`src/rtl/audio_mclk_pkg.sv`:
```
package audio_mclk_pkg;

   typedef enum logic {
      FAMILY_512 = 1'b0,
      FAMILY_384 = 1'b1
   } family_e;

   // Largest legal ratio code for a family, given the two limits.
   function automatic int max_code(input logic fam, input int max_hi, input int max_lo);
      return fam ? max_lo : max_hi;
   endfunction

endpackage

```
`src/rtl/amg_mclk_div.sv`:
```
module amg_mclk_div #(
   parameter int CODE_W = 3,
   parameter int TAP_W  = 5
) (
   input  logic              clk,
   input  logic              rst_n,
   input  logic              run,
   input  logic              legal,
   input  logic [CODE_W-1:0] code,
   output logic              mclk
);
   localparam int NCODE = 1 << CODE_W;

   logic [TAP_W-1:0] cnt_q;
   logic [TAP_W-1:0] cnt_nxt;
   logic [NCODE-1:0] tap;

   generate
      if (TAP_W > NCODE) begin : g_bad_taps
         $error("amg_mclk_div: TAP_W exceeds the code range");
      end
      for (genvar k = 0; k < NCODE; k++) begin : g_tap
         if (k < TAP_W) begin : g_live
            assign tap[k] = cnt_nxt[k];
         end else begin : g_dead
            assign tap[k] = 1'b0;
         end
      end
   endgenerate

   assign cnt_nxt = run ? cnt_q + 1'b1 : '0;

   always_ff @(posedge clk or negedge rst_n) begin
      if (!rst_n) begin
         cnt_q <= '0;
         mclk  <= 1'b0;
      end else begin
         cnt_q <= cnt_nxt;
         mclk  <= run && legal && tap[code];
      end
   end
endmodule

```
`src/rtl/amg_frame_cnt.sv`:
```
module amg_frame_cnt #(
   parameter int FRAME_HI = 1024,
   parameter int FRAME_LO = 768
) (
   input  logic clk,
   input  logic rst_n,
   input  logic run,
   input  logic base_sel,
   output logic frame_stb
);
   localparam int FW = $clog2(FRAME_HI);

   logic [FW-1:0] fcnt_q;
   logic [FW-1:0] last;
   logic          wrap;

   generate
      if (FRAME_LO > FRAME_HI || FRAME_LO < 2) begin : g_bad_frame
         $error("amg_frame_cnt: frame lengths out of range");
      end
   endgenerate

   assign last = base_sel ? FW'(FRAME_LO - 1) : FW'(FRAME_HI - 1);
   assign wrap = (fcnt_q == last);

   always_ff @(posedge clk or negedge rst_n) begin
      if (!rst_n) begin
         fcnt_q    <= '0;
         frame_stb <= 1'b0;
      end else if (!run) begin
         fcnt_q    <= '0;
         frame_stb <= 1'b0;
      end else begin
         fcnt_q    <= wrap ? '0 : fcnt_q + 1'b1;
         frame_stb <= wrap;
      end
   end
endmodule

```
`src/rtl/amg_bit_pacer.sv`:
```
module amg_bit_pacer #(
   parameter int FRAME_HI  = 1024,
   parameter int FRAME_LO  = 768,
   parameter int BITS_STD  = 64,
   parameter int BITS_WIDE = 48
) (
   input  logic clk,
   input  logic rst_n,
   input  logic run,
   input  logic base_sel,
   input  logic wide_en,
   input  logic frame_stb,
   output logic bit_stb
);
   localparam int AW = $clog2(FRAME_HI + BITS_STD + 1);
   localparam int CW = $clog2(BITS_STD + 1) + 1;

   logic [AW-1:0] acc_q;
   logic [AW-1:0] flen;
   logic [AW-1:0] blen;
   logic [AW-1:0] sum;
   logic          hit;

   generate
      if (2 * BITS_STD > FRAME_LO || BITS_WIDE > BITS_STD) begin : g_bad_bits
         $error("amg_bit_pacer: strobe counts too high for the frame");
      end
   endgenerate

   assign flen = base_sel ? AW'(FRAME_LO) : AW'(FRAME_HI);
   assign blen = wide_en ? AW'(BITS_WIDE) : AW'(BITS_STD);
   assign sum  = acc_q + blen;
   assign hit  = (sum >= flen);

   always_ff @(posedge clk or negedge rst_n) begin
      if (!rst_n) begin
         acc_q   <= '0;
         bit_stb <= 1'b0;
      end else if (!run) begin
         acc_q   <= '0;
         bit_stb <= 1'b0;
      end else begin
         acc_q   <= hit ? sum - flen : sum;
         bit_stb <= hit;
      end
   end

   // Checker: strobes counted within each frame.
   logic [CW-1:0] seen_q;
   logic [CW-1:0] want;
   assign want = wide_en ? CW'(BITS_WIDE) : CW'(BITS_STD);

   always_ff @(posedge clk or negedge rst_n) begin
      if (!rst_n)              seen_q <= '0;
      else if (!run)           seen_q <= '0;
      else if (frame_stb)      seen_q <= '0;
      else if (bit_stb)        seen_q <= seen_q + 1'b1;
   end

   // strobes per frame
   assert_bits_per_frame_R8: assert property (@(posedge clk) disable iff (!rst_n)
      (run && frame_stb) |-> (seen_q + CW'(bit_stb)) == want);

   assert_no_back_to_back_R9: assert property (@(posedge clk) disable iff (!rst_n)
      bit_stb |=> !bit_stb);
endmodule

```
`src/rtl/audio_mclk_gen.sv`:
```
module audio_mclk_gen
   import audio_mclk_pkg::*;
#(
   parameter int CODE_W      = 3,
   parameter int MAX_CODE_HI = 4,
   parameter int MAX_CODE_LO = 3,
   parameter int BASE_HI     = 512,
   parameter int BASE_LO     = 384,
   parameter int BITS_STD    = 64,
   parameter int BITS_WIDE   = 48
) (
   input  logic              clk,
   input  logic              rst_n,
   input  logic              run,
   input  logic              base_sel,
   input  logic [CODE_W-1:0] mult_code,
   input  logic              wide_en,
   output logic              mclk_out,
   output logic              bit_stb,
   output logic              frame_stb,
   output logic              cfg_err
);
   localparam int FRAME_HI = 2 * BASE_HI;
   localparam int FRAME_LO = 2 * BASE_LO;
   localparam int TAP_W    = MAX_CODE_HI + 1;

   generate
      if (MAX_CODE_LO > MAX_CODE_HI || MAX_CODE_HI >= (1 << CODE_W)) begin : g_bad_codes
         $error("audio_mclk_gen: code limits inconsistent with CODE_W");
      end
   endgenerate

   logic cfg_ok;
   assign cfg_ok = (int'(mult_code) <= max_code(base_sel, MAX_CODE_HI, MAX_CODE_LO));

   always_ff @(posedge clk or negedge rst_n) begin
      if (!rst_n) cfg_err <= 1'b0;
      else        cfg_err <= !cfg_ok;
   end

   amg_mclk_div #(.CODE_W(CODE_W), .TAP_W(TAP_W)) u_div (
      .clk(clk), .rst_n(rst_n), .run(run), .legal(cfg_ok),
      .code(mult_code), .mclk(mclk_out)
   );

   amg_frame_cnt #(.FRAME_HI(FRAME_HI), .FRAME_LO(FRAME_LO)) u_frame (
      .clk(clk), .rst_n(rst_n), .run(run), .base_sel(base_sel),
      .frame_stb(frame_stb)
   );

   amg_bit_pacer #(.FRAME_HI(FRAME_HI), .FRAME_LO(FRAME_LO),
                   .BITS_STD(BITS_STD), .BITS_WIDE(BITS_WIDE)) u_pace (
      .clk(clk), .rst_n(rst_n), .run(run), .base_sel(base_sel),
      .wide_en(wide_en), .frame_stb(frame_stb), .bit_stb(bit_stb)
   );

   assert_idle_low_R2: assert property (@(posedge clk) disable iff (!rst_n)
      !run |=> (!mclk_out && !bit_stb && !frame_stb));

   assert_cfg_err_R5: assert property (@(posedge clk) disable iff (!rst_n)
      !cfg_ok |=> (cfg_err && !mclk_out));

   assert_restart_R6: assert property (@(posedge clk) disable iff (!rst_n)
      ($rose(run) && cfg_ok) |=> (mclk_out == ($past(mult_code) == '0)));
endmodule

```
`config.mk`:
```
export PLATFORM = sky130hd
export DESIGN_NAME = audio_mclk_gen
export DESIGN_NICKNAME = d
export VERILOG_FILES = /design/src/rtl/audio_mclk_pkg.sv /design/src/rtl/amg_mclk_div.sv /design/src/rtl/amg_frame_cnt.sv /design/src/rtl/amg_bit_pacer.sv /design/src/rtl/audio_mclk_gen.sv
export SDC_FILE = /design/constraint.sdc
export NUM_CORES = 1
export LEC_CHECK = 0
export ABC_AREA = 1
export BUFFER_PORTS_ARGS = -buffer_cell sky130_fd_sc_hd__buf_2
export CAP_MARGIN = 10
export CORE_ASPECT_RATIO = 0.8
export CORE_UTILIZATION = 43
export CTS_CLUSTER_SIZE = 20
export DETAILED_ROUTE_END_ITERATION = 16
export HOLD_SLACK_MARGIN = 0.03
export PLACE_DENSITY_LB_ADDON = 0.15
export REMOVE_ABC_BUFFERS = 1
export SLEW_MARGIN = 20
export SYNTH_ARGS = -nofsm -noshare
export SYNTH_HDL_FRONTEND = slang
export SYNTH_HIERARCHICAL = 1
export SYNTH_SLANG_ARGS = --single-unit
```
`constraint.sdc`:
```
create_clock -name clk -period 2.8 [get_ports clk]
set_clock_uncertainty 0.1 [all_clocks]
set_input_delay 0.56 -clock clk [delete_from_list [all_inputs] [get_ports clk]]
set_output_delay 0.56 -clock clk [all_outputs]
set_load 0.02 [all_outputs]
```
# Yosys cells after proc, flatten, opt, wreduce, memory -nomap -nowiden
# Index checks and enable logic that the tools add are counted.
[classes]
add_sub_neg = 4
n_reduce_logical = 3
eq_ne = 1
mux = 13
order_cmp = 3
[ops]
columns = ["operator", "n"]
rows = [
  ["2-to-1 mux 11 bit", 3],
  ["2-to-1 mux 10 bit", 2],
  ["adder 11 bit", 1],
  ["greater-or-equal comparator 11 bit", 1],
  ["subtractor 11 bit", 1],
  ["adder 10 x 1 -> 10 bit (second input constant)", 1],
  ["== test 10 bit", 1],
  ["2-to-1 mux 9 bit", 1],
  ["2-to-1 mux 7 bit", 1],
  ["adder 5 x 1 -> 5 bit (second input constant)", 1],
  ["2-to-1 mux 5 bit", 1],
  ["< comparator 3 x 4 -> 1 bit (second input constant)", 1],
  ["binary-select mux 1 bit (select 3 bit)", 1],
  ["less-or-equal comparator 3 bit", 1],
  ["2-to-1 mux 1 bit", 3],
  ["2-to-1 mux 3 bit", 1],
  ["logical AND 1 bit", 2],
  ["logical NOT 1 bit", 1],
]
[totals]
register_bits = 30
wordCells = 31

# Longest topological paths before layout
# Gate-level depths: netlist (run 1).
[logic_depth]
depth_word = 5
ltp_mapped = 19
mapped_depth_nobuf = 19

# Cells and area by module
# Netlist (run 1), hierarchy kept.
[by_module_without_submodules]
columns = ["module", "area_per_inst_um2", "cells_per_inst", "instances", "seq_area_each_um2"]
rows = [
  ["amg_bit_pacer", 628.1, 86, 1, 200.2],
  ["amg_frame_cnt", 598.1, 72, 1, 275.3],
  ["amg_mclk_div", 345.3, 49, 1, 150.1],
  ["audio_mclk_gen", 112.6, 16, 1, 25.0],
]

# Worst setup path before layout (run 1)
# No wires, ideal clock.
[synth_timing]
path_type = "input to register"
startpoint = "input port wide_en"
endpoint = "register u_pace.acc_q[10]"
required_time_ps = 2581
stages = 17
setup_ps = 119
arrival_ps = 2442
slack_ps = 139
path_buffers = 0
path_cell_list = "ha_1 > inv_1 > fa_1 > inv_1 > nand2_1 > nand2_1 > nand4_1 > nand2_1 > inv_1 > ha_1 > inv_1 > nor2_1 > nand2_1 > nor2_2 > nand3_2 > a21oi_1 > nor2_1"
[synth_between]
elab_chain_cells = 5
elab_cells_between_ends = 6
cone_classes = "add/sub (2); order compare (1); mux (3)"
[synth_lines]
columns = ["element", "line", "text"]
rows = [
  ["start: declaration", "audio_mclk_gen.sv:17", "input logic wide_en,"],
  ["2-to-1 mux 7 bit *", "amg_bit_pacer.sv:31", "assign blen = wide_en ? AW'(BITS_WIDE) : AW'(BITS_STD);"],
  ["adder 11 bit *", "amg_bit_pacer.sv:32", "assign sum = acc_q + blen;"],
  ["subtractor 11 bit / greater-or-equal comparator 11 bit (equally long branches)", "amg_bit_pacer.sv:43, amg_bit_pacer.sv:33", ""],
  ["2-to-1 mux 11 bit *", "amg_bit_pacer.sv:43", "acc_q <= hit ? sum - flen : sum;"],
  ["2-to-1 mux 11 bit *", "amg_bit_pacer.sv:39", "end else if (!run) begin"],
  ["end signal: assignment", "amg_bit_pacer.sv:43", ""],
  ["end: declaration", "amg_bit_pacer.sv:18", "logic [AW-1:0] acc_q;"],
]
# Mark *: on every way between the ends. The rest lies on a longest branch, timed or not.

# Final worst setup path (run 1)
# Same ends and word-level chain as after synthesis.

==> impl_metrics.csv, run 1 <==
group,metric,value,unit
route,remaining_drc_errors,0,
sta,fmax,383.8,MHz
clock_network,insertion_delay,270,ps
run,maxCapViolations,0,
pwr,pwr-share-seq,40.7,%
setup_path,cp.arrival,2680,ps
route,vias_per_cell,4.613,
synthesis,synth_fa_ha_area_share,10.55,%
layout,drive_gt1_share,17.55,%
route,wire_per_inst,10.54,um
route,drtIter0Drc,83,
layout,num_antenna_cells,0,
setup_path,crit_fanout,7,
synthesis,synth_top_cell_by_area,"dfrtp_1",
floorplan,core_area,0.003590,mm2
setup_path,worstSetupEndpointType,"flop",
floorplan,start_util,46.92,%
global_routing,overflow,0,
synthesis,synth_edf_count,0,
pwr,sw_frac_of_total,34.59,%
sta,finalSetupViolCount,0,
pwr,power.total,1113,uW
clock_network,tritoncts,"yes",
pwr,switching_power,385.1,uW
synthesis,synth-main-ff-cell,"dfrtp_1",
synthesis,ys_ff_latch,26,
hold_path,hold_path.class,"in2async",
floorplan,chipHeight,57.98,um
clock_network,root_buffer,"clkbuf_8",
sta,tightest_slew,564.5,ps
route,vias,1370,
sta,hold_viol_final,0,
clock_network,cts_buffer_depth,2,
layout,post-route-util,54.03,%
synthesis,syn_area_per_cell,7.552,um2
sta,layout_min_cycle_time,2605,ps
global_routing,antenna_found_initial,0,
setup_path,cp-start-kind,"input pin",
pwr,p_clk_share,22.0,%
clock_network,post_cts_buffers,0,
place,io_buffer_count,11,
synthesis,ys.warnings.count,6,
clock_network,htree_levels,1,
layout,area_delta_synth_final,15.16,%
pwr,ir_drop,0.0002499,V
synthesis,synth_cell_type_count,25,
synthesis,synth_top_cells_by_area,"dfrtp_1 (39%), nand2_1 (13%), inv_1 (8.7%), ha_1 (8.2%), nor2_1 (6.9%)",
global_routing,grt_max_degree,27,
pwr,powerDensity,574.2,mW/mm2
route,first_pass_iters,4,
layout,fin_nets,267,
synthesis,synthMostInstantiatedCell,"nand2_1",
synthesis,synth_compound_area_share,4.458,%
synthesis,synth_common_cells,"nand2_1 (59), inv_1 (39), nor2_1 (31)",
clock_network,cts_buffers,3,
setup_path,worst-endpoint-required,2870,ps
pwr,p_leak,0.001043,uW
synthesis,post_synth_mux_area_share,0,%
global_routing,track_usage,17.12,%
sta,finalCritPeriodShare,93.05,%
synthesis,synthCells,223,
pwr,cell_internal_pwr,728.4,uW
sta,relSlewSlack,62.37,%
global_routing,grt_pass1_wl,5464,um
setup_path,critPathKind,"in2reg",
place,gp_congestion,0.8142,
floorplan,die_w,71.97,um
sta,drv_slew,0,
route,postRouteAntennaNets,0,
synthesis,synth_top_area_share,38.63,%
synthesis,syn_area,0.001684,mm2
synthesis,synthArstFlopShare,100.0,%
place,hpwl,2398,um
floorplan,pin_count,12,
clock_network,path_clk_slew,90,ps
floorplan,dieArea,0.004172,mm2
synthesis,synth_seq_area_share,38.63,%
status,status,"complete, no violations",
route,wirelength,3129,um
pwr,comb_power_share,37.2,%
clock_network,clock_sinks,26,
floorplan,floorplan.rows,19,
sta,whs,164.9,ps
synthesis,yosys.area_share.simple,34.92,%
layout,nFillCells,354,
synthesis,synth_xor_area_share,2.080,%
synthesis,synth_top_family_by_area,"simple AND/OR/NAND/NOR gates",
sta,fin_tns_setup,0,ps
global_routing,grt_pass1_vias,1219,
-- layout by cell type, fill, tap and decap left out --
cell type | Yosys | routed
a21boi_1 | 2 | 2
a21oi_1 | 5 | 5
a21oi_2 | 1 | 1
buf_2 | 0 | 11
buf_4 | 0 | 7
clkbuf_8 | 0 | 4
clkinv_1 | 1 | 1
dfrtp_1 | 26 | 26
fa_1 | 2 | 2
ha_1 | 11 | 10
ha_4 | 0 | 1
inv_1 | 39 | 39
inv_2 | 2 | 2
nand2_1 | 59 | 58
nand2_2 | 2 | 3
nand2_4 | 2 | 2
nand3_1 | 15 | 14
nand3_2 | 3 | 3
nand3_4 | 0 | 1
nand4_1 | 6 | 6
nor2_1 | 31 | 31
nor2_2 | 2 | 2
nor2_4 | 4 | 4
nor3_1 | 1 | 1
nor3_2 | 1 | 1
o21a_1 | 1 | 1
o21ai_0 | 2 | 2
o21ai_2 | 1 | 1
xnor2_1 | 2 | 2
xor2_1 | 2 | 2
-- critical path, stage by stage --
cell	delay, ps
buf_2	100
ha_1	160
inv_1	50
fa_1	390
inv_1	70
nand2_1	50
nand2_2	90
nand4_1	80
nand2_1	90
inv_1	60
ha_4	280
inv_1	40
nor2_1	100
nand2_1	70
nor2_2	150
nand3_4	130
a21oi_1	150
nor2_1	70
-- final timing paths --
| check | to | depth (start not counted) | from | slack (ps) |
|---|---|---|---|---|
| max reg2reg | u_pace/acc_q[10]$_DFF_PN0_ | 17 | u_pace/acc_q[4]$_DFF_PN0_ | 260 |
| min in group clk | u_frame/fcnt_q[0]$_DFF_PN0_ | 1 | u_frame/fcnt_q[0]$_DFF_PN0_ | 420 |
| min reg2reg | u_frame/fcnt_q[0]$_DFF_PN0_ | 1 | u_frame/fcnt_q[0]$_DFF_PN0_ | 420 |
| max in group asynchronous | u_pace/acc_q[4]$_DFF_PN0_ | 1 | rst_n | 2050 |
| max | u_pace/acc_q[10]$_DFF_PN0_ | 18 | wide_en | 190 |
| min | u_pace/acc_q[7]$_DFF_PN0_ | 1 | rst_n | 160 |
-- cell families (layout without fill, tap and decap cells) --
logic type,count (synthesis),after routing
XOR/XNOR,4,4
buffers and inverters,42,64
adder cells (fa/ha/maj),13,13
AO/OA/AOI/OAI,12,12
AND/OR/NAND/NOR,126,126
flip-flops,26,26
-- repair_timing --
item / 4_1_cts / 5_1_grt
gates resized for setup: 0 / 4
setup endpoints to repair: 0 / 3
hold buffers: 0 / 0
-- flip-flops by register name (all words and copies together) (netlist names) --
name and cells:
cfg_err 1, u_pace/bit_stb 1, u_div/cnt_q 5, u_pace/acc_q 7, u_frame/frame_stb 1, u_frame/fcnt_q 10, u_div/mclk 1
-- through the flow --
step,setup slack (ps),cells,instance area [um2]
final,194.7,297,1939
after global routing,-1.344,297,1939
after CTS,134.7,297,1912
after detailed placement,-150.3,293,1857
after global placement,-44.05,293,1857
after floorplan,139.4,223,1684
-- power groups by stage --
stage	Sequential, uW	Combinational (uW)	Clock [uW]
CTS	453	394	256
global placement	460	389	0
floorplan	457	260	0
detailed placement	460	391	0
global route	459	473	271
finish	454	415	245
-- cell type report --
| class | count | area [um2] | share of cell area, % |
|---|---|---|---|
| inverters | 42 | 157.7 | 8.129 |
| multi-input cells | 155 | 903.4 | 46.58 |
| well taps | 52 | 65.06 | 3.355 |
| repair buffers | 18 | 107.6 | 5.548 |
| clock buffers | 4 | 55.05 | 2.839 |
| flip-flops and latches | 26 | 650.6 | 33.55 |
-- layer usage --
layer  vias to the layer above  global-route usage (%)  share of wire, %
met5                         -                       0                 0
met2                        20                   24.93                40
met3                         5                   4.174               3.2
li1                        729                       -                 -
met4                         0                   4.202              0.93
met1                       616                   25.58                56
(Power assumes the default switching activity.)
==> run 2: changes to the inputs <==
CORE_ASPECT_RATIO = not set   (was 0.8)
SKIP_CTS_REPAIR_TIMING = 1   (was not set)
==> impl_metrics.csv, run 2 (synthesis results as in run 1) <==
group,metric,value,unit
pwr,ir_drop,0.0002278,V
clock_network,path_clk_slew,90,ps
sta,drv_slew,0,
layout,fin_nets,265,
floorplan,dieArea,0.004171,mm2
place,io_buffer_count,11,
global_routing,grt_pass1_wl,5471,um
place,placed_area,0.001837,mm2
sta,hold_viol_final,0,
setup_path,worstSetupEndpointType,"flop",
setup_path,timing.critical_path.to,"u_pace/acc_q[8]$_DFF_PN0_",
sta,tightest_slew,571.5,ps
floorplan,pin_count,12,
clock_network,root_buffer,"clkbuf_8",
route,drtIter0Drc,70,
route,wirelength,2994,um
setup_path,reg2reg_from,"u_pace/acc_q[4]$_DFF_PN0_",
sta,rsz0062_at_grt,"false",
floorplan,floorplan.rows,22,
setup_path,worst-endpoint-required,2870,ps
route,first_pass_iters,4,
route,vias,1341,
clock_network,insertion_delay,270,ps
setup_path,rrSetupSlack,300,ps
sta,finalCritPeriodShare,90.84,%
layout,top_register,"u_frame/fcnt_q",
layout,final_common_cell,"nand2_1",
layout,reg_top3,"u_frame/fcnt_q (10), u_pace/acc_q (7), u_div/cnt_q (5)",
global_routing,antenna_found_initial,0,
clock_network,cts_buffer_depth,2,
route,remaining_drc_errors,0,
route,wire_per_inst,10.29,um
setup_path,cp-startpoint,"wide_en",
run,maxCapViolations,0,
clock_network,cts_buffers,3,
layout,stdcell_area,0.001941,mm2
layout,num_antenna_cells,0,
floorplan,chipHeight,64.58,um
setup_path,crit_path_cell_trace,"buf_2 -> ha_1 -> inv_1 -> fa_2 -> inv_1 -> nand2_1 -> nand2_2 -> nand4_1 -> nand2_1 -> inv_1 -> ha_4 -> inv_1 -> nor2_1 -> nand2_1 -> nor2_2 -> nand3_4 -> a21boi_1 -> nor2_1",
status,status,"complete, no violations",
route,vias_per_cell,4.608,
hold_path,hold_path.class,"in2async",
setup_path,reg2regPathDepth,17,
setup_path,critPathKind,"in2reg",
floorplan,start_util,45.32,%
clock_network,htree_levels,1,
layout,nFillCells,369,
pwr,power.total,1159,uW
setup_path,crit_fanout,7,
setup_path,max_stage_delay,330,ps
layout,drive_gt1_share,17.70,%
route,postRouteAntennaNets,0,
sta,finalSetupViolCount,0,
clock_network,tritoncts,"yes",
layout,area_delta_synth_final,15.23,%
global_routing,track_usage,16.98,%
layout,largest_reg_flops,10,
pwr,p_leak,0.001036,uW
sta,fmax,393.2,MHz
place,gp_congestion,0.7319,
global_routing,overflow,0,
floorplan,die_w,64.58,um
floorplan,core_area,0.003716,mm2
setup_path,cp-start-kind,"input pin",
layout,mostFrequentLayoutCells,"nand2_1 (58), inv_1 (39), nor2_1 (31)",
sta,layout_min_cycle_time,2543,ps
setup_path,crit_top_cell,"inv_1",
global_routing,grt_pass1_vias,1250,
place,hpwl,2219,um
sta,relSlewSlack,61.90,%
clock_network,clock_sinks,26,
pwr,powerDensity,597.0,mW/mm2
setup_path,cp_slowest_cell,"fa_2",
global_routing,grt_max_degree,27,
sta,whs,169.8,ps
setup_path,cp.arrival,2610,ps
setup_path,r2r-end,"u_pace/acc_q[8]$_DFF_PN0_",
run 2: worst min path at each step:
stage,end,startpoint,slack [ps]
detailed placement,u_frame/fcnt_q[0]$_DFF_PN0_,u_frame/fcnt_q[0]$_DFF_PN0_,400
finish,u_frame/fcnt_q[6]$_DFF_PN0_,rst_n,170
CTS,u_frame/fcnt_q[6]$_DFF_PN0_,rst_n,190
floorplan,cfg_err$_DFF_PN0_,rst_n,160
global placement,u_frame/fcnt_q[0]$_DFF_PN0_,u_frame/fcnt_q[0]$_DFF_PN0_,390
global route,u_frame/fcnt_q[7]$_DFF_PN0_,rst_n,230
run 2: area by class of cell:
class	count	area (um2)	area share [%]
tap	48	60.06	3.095
inverter	42	157.7	8.124
timing repair buffer	16	92.59	4.771
clock buffer	3	41.29	2.128
multi-input combinational	155	908.4	46.81
sequential	26	650.6	33.53
clock inverter	1	30.03	1.547
run 2: critical path: cells and delay by family:
family          cells  cell delay (ps)
buf+inv             5              330
simple gates        9              790
fa+ha+maj           3              780
compound gates      1              160
run 2: per-stage QoR:
stage	setup slack [ps]	std cells	TNS, ps	util, %
after CTS	201.5	291	0	51.35
after global routing	17.44	291	0	52.22
final	256.5	291	0	52.22
after detailed placement	-94.80	287	-268.7	49.43
after global placement	-36.02	287	-105.0	49.43
after floorplan	139.4	223	0	-
run 2: power by group:
group / total (uW) / switching (uW) / internal, uW
Combinational: 399 / 228 / 171
Clock: 314 / 122 / 191
Sequential: 446 / 28.3 / 418
run 2: per-layer routing:
layer / up-vias / routed length [um] / GRT usage, %
li1: 731 / - / -
met5: - / 0 / 0
met3: 5 / 54 / 2.113
met4: 0 / 48 / 6.667
met1: 594 / 1580 / 24.78
met2: 11 / 1310 / 25.39
==> run 3: changes to the inputs <==
CORE_ASPECT_RATIO = 2   (was not set)
PLACE_DENSITY = 0.65   (was not set)
PLACE_DENSITY_LB_ADDON = not set   (was 0.15)
==> impl_metrics.csv, run 3 (synthesis results as in run 1) <==
group,metric,value,unit
status,status,"complete, no violations",
global_routing,overflow,0,
layout,top_register,"u_frame/fcnt_q",
layout,stdcell_area,0.001922,mm2
route,vias,1367,
clock_network,path_clk_slew,90,ps
layout,largest_reg_flops,10,
sta,finalSetupViolCount,0,
route,drtIter0Drc,35,
route,remaining_drc_errors,0,
sta,tightest_slew,576.8,ps
floorplan,floorplan.rows,31,
floorplan,pin_count,12,
global_routing,grt_pass1_wl,5237,um
sta,rsz0062_at_grt,"false",
place,hpwl,2498,um
sta,relSlewSlack,61.55,%
layout,area_delta_synth_final,14.12,%
pwr,powerDensity,570.5,mW/mm2
layout,reg_top3,"u_frame/fcnt_q (10), u_pace/acc_q (7), u_div/cnt_q (5)",
route,first_pass_iters,4,
pwr,p_leak,0.001029,uW
clock_network,tritoncts,"yes",
layout,nFillCells,357,
route,postRouteAntennaNets,0,
setup_path,cp-start-kind,"input pin",
route,wirelength,3211,um
route,wire_per_inst,11.00,um
clock_network,clock_sinks,26,
layout,mostFrequentLayoutCells,"nand2_1 (58), inv_1 (39), nor2_1 (31)",
pwr,ir_drop,0.0002813,V
setup_path,reg2reg_from,"u_pace/acc_q[4]$_DFF_PN0_",
place,dp.cells,288,
clock_network,root_buffer,"clkbuf_8",
pwr,power.total,1096,uW
layout,num_antenna_cells,0,
clock_network,cts_buffer_depth,2,
layout,drive_gt1_share,17.28,%
floorplan,start_util,45.70,%
sta,fmax,396.5,MHz
layout,post-route-util,52.16,%
clock_network,htree_levels,1,
floorplan,die_w,46.25,um
setup_path,worst-endpoint-required,2870,ps
sta,finalCritPeriodShare,90.08,%
setup_path,r2r-end,"u_pace/acc_q[10]$_DFF_PN0_",
setup_path,rrSetupSlack,340,ps
sta,hold_viol_final,0,
place,placed_area,0.001838,mm2
sta,layout_min_cycle_time,2522,ps
global_routing,grt_max_degree,27,
place,gp_congestion,0.8188,
global_routing,antenna_found_initial,0,
global_routing,track_usage,17.35,%
clock_network,cts_buffers,3,
setup_path,crit_fanout,7,
setup_path,critPathKind,"in2reg",
sta,drv_slew,0,
run,maxCapViolations,0,
global_routing,grt_pass1_vias,1247,
setup_path,cp.arrival,2590,ps
layout,final_common_cell,"nand2_1",
layout,fin_nets,265,
floorplan,chipHeight,90.51,um
hold_path,hold_path.class,"in2async",
floorplan,core_area,0.003685,mm2
place,io_buffer_count,11,
floorplan,dieArea,0.004186,mm2
layout,fin_cells,292,
clock_network,insertion_delay,270,ps
setup_path,reg2regPathDepth,17,
route,vias_per_cell,4.682,
setup_path,worstSetupEndpointType,"flop",
[run 3: stage by stage]
step	hold WS, ps	setup TNS (ps)	setup slack, ps
after CTS	194.2	0	125.0
after global placement	388.3	-393.1	-124.0
final	172.1	0	277.8
after global routing	219.3	0	39.95
after floorplan	164.4	0	139.4
after detailed placement	394.3	-620.1	-175.9
[run 3: layer usage]
metal  vias up  GRT usage, %  share of wire [%]
met2         7         32.63                 58
met3         4         1.800               0.78
met4         0         8.824                2.3
li1        730             -                  -
met5         -             0                  0
met1       626         16.54                 39
[run 3: critical path, stage by stage]
cell     delay, ps
buf_2          100
ha_1           160
inv_1           50
fa_2           340
inv_1           60
nand2_1         50
nand2_2         90
nand4_1         80
nand2_1         90
inv_1           60
ha_4           280
inv_1           40
nor2_1          90
nand2_1         60
nor2_2         120
nand3_4        120
a21oi_1        150
nor2_1          60
[run 3: area by class of cell]
cell class	count	area (um2)	area share, %
clock buffers	4	55.05	2.865
inverters	42	157.7	8.203
multi-input cells	155	904.6	47.07
flip-flops and latches	26	650.6	33.85
well taps	49	61.31	3.190
repair buffers	16	92.59	4.818
[run 3: worst max-delay path by stage]
| stage | from | endpoint | slack [ps] | cells after the start |
|---|---|---|---|---|
| 6_report | wide_en | u_pace/acc_q[10]$_DFF_PN0_ | 280 | 18 |
| 5_1_grt | wide_en | u_pace/acc_q[8]$_DFF_PN0_ | 40 | 19 |
| 4_1_cts | wide_en | u_pace/acc_q[8]$_DFF_PN0_ | 120 | 18 |
| 3_5_place_dp | wide_en | u_pace/acc_q[8]$_DFF_PN0_ | -180 | 18 |
| 3_3_place_gp | wide_en | u_pace/acc_q[8]$_DFF_PN0_ | -120 | 18 |
| 2_1_floorplan | wide_en | u_pace/acc_q[10]$_DFF_PN0_ | 140 | 17 |
[run 3: power breakdown]
part | switching [uW] | internal (uW)
registers | 29.1 | 418
clock network | 116 | 126
logic | 231 | 176
total | 377 | 720
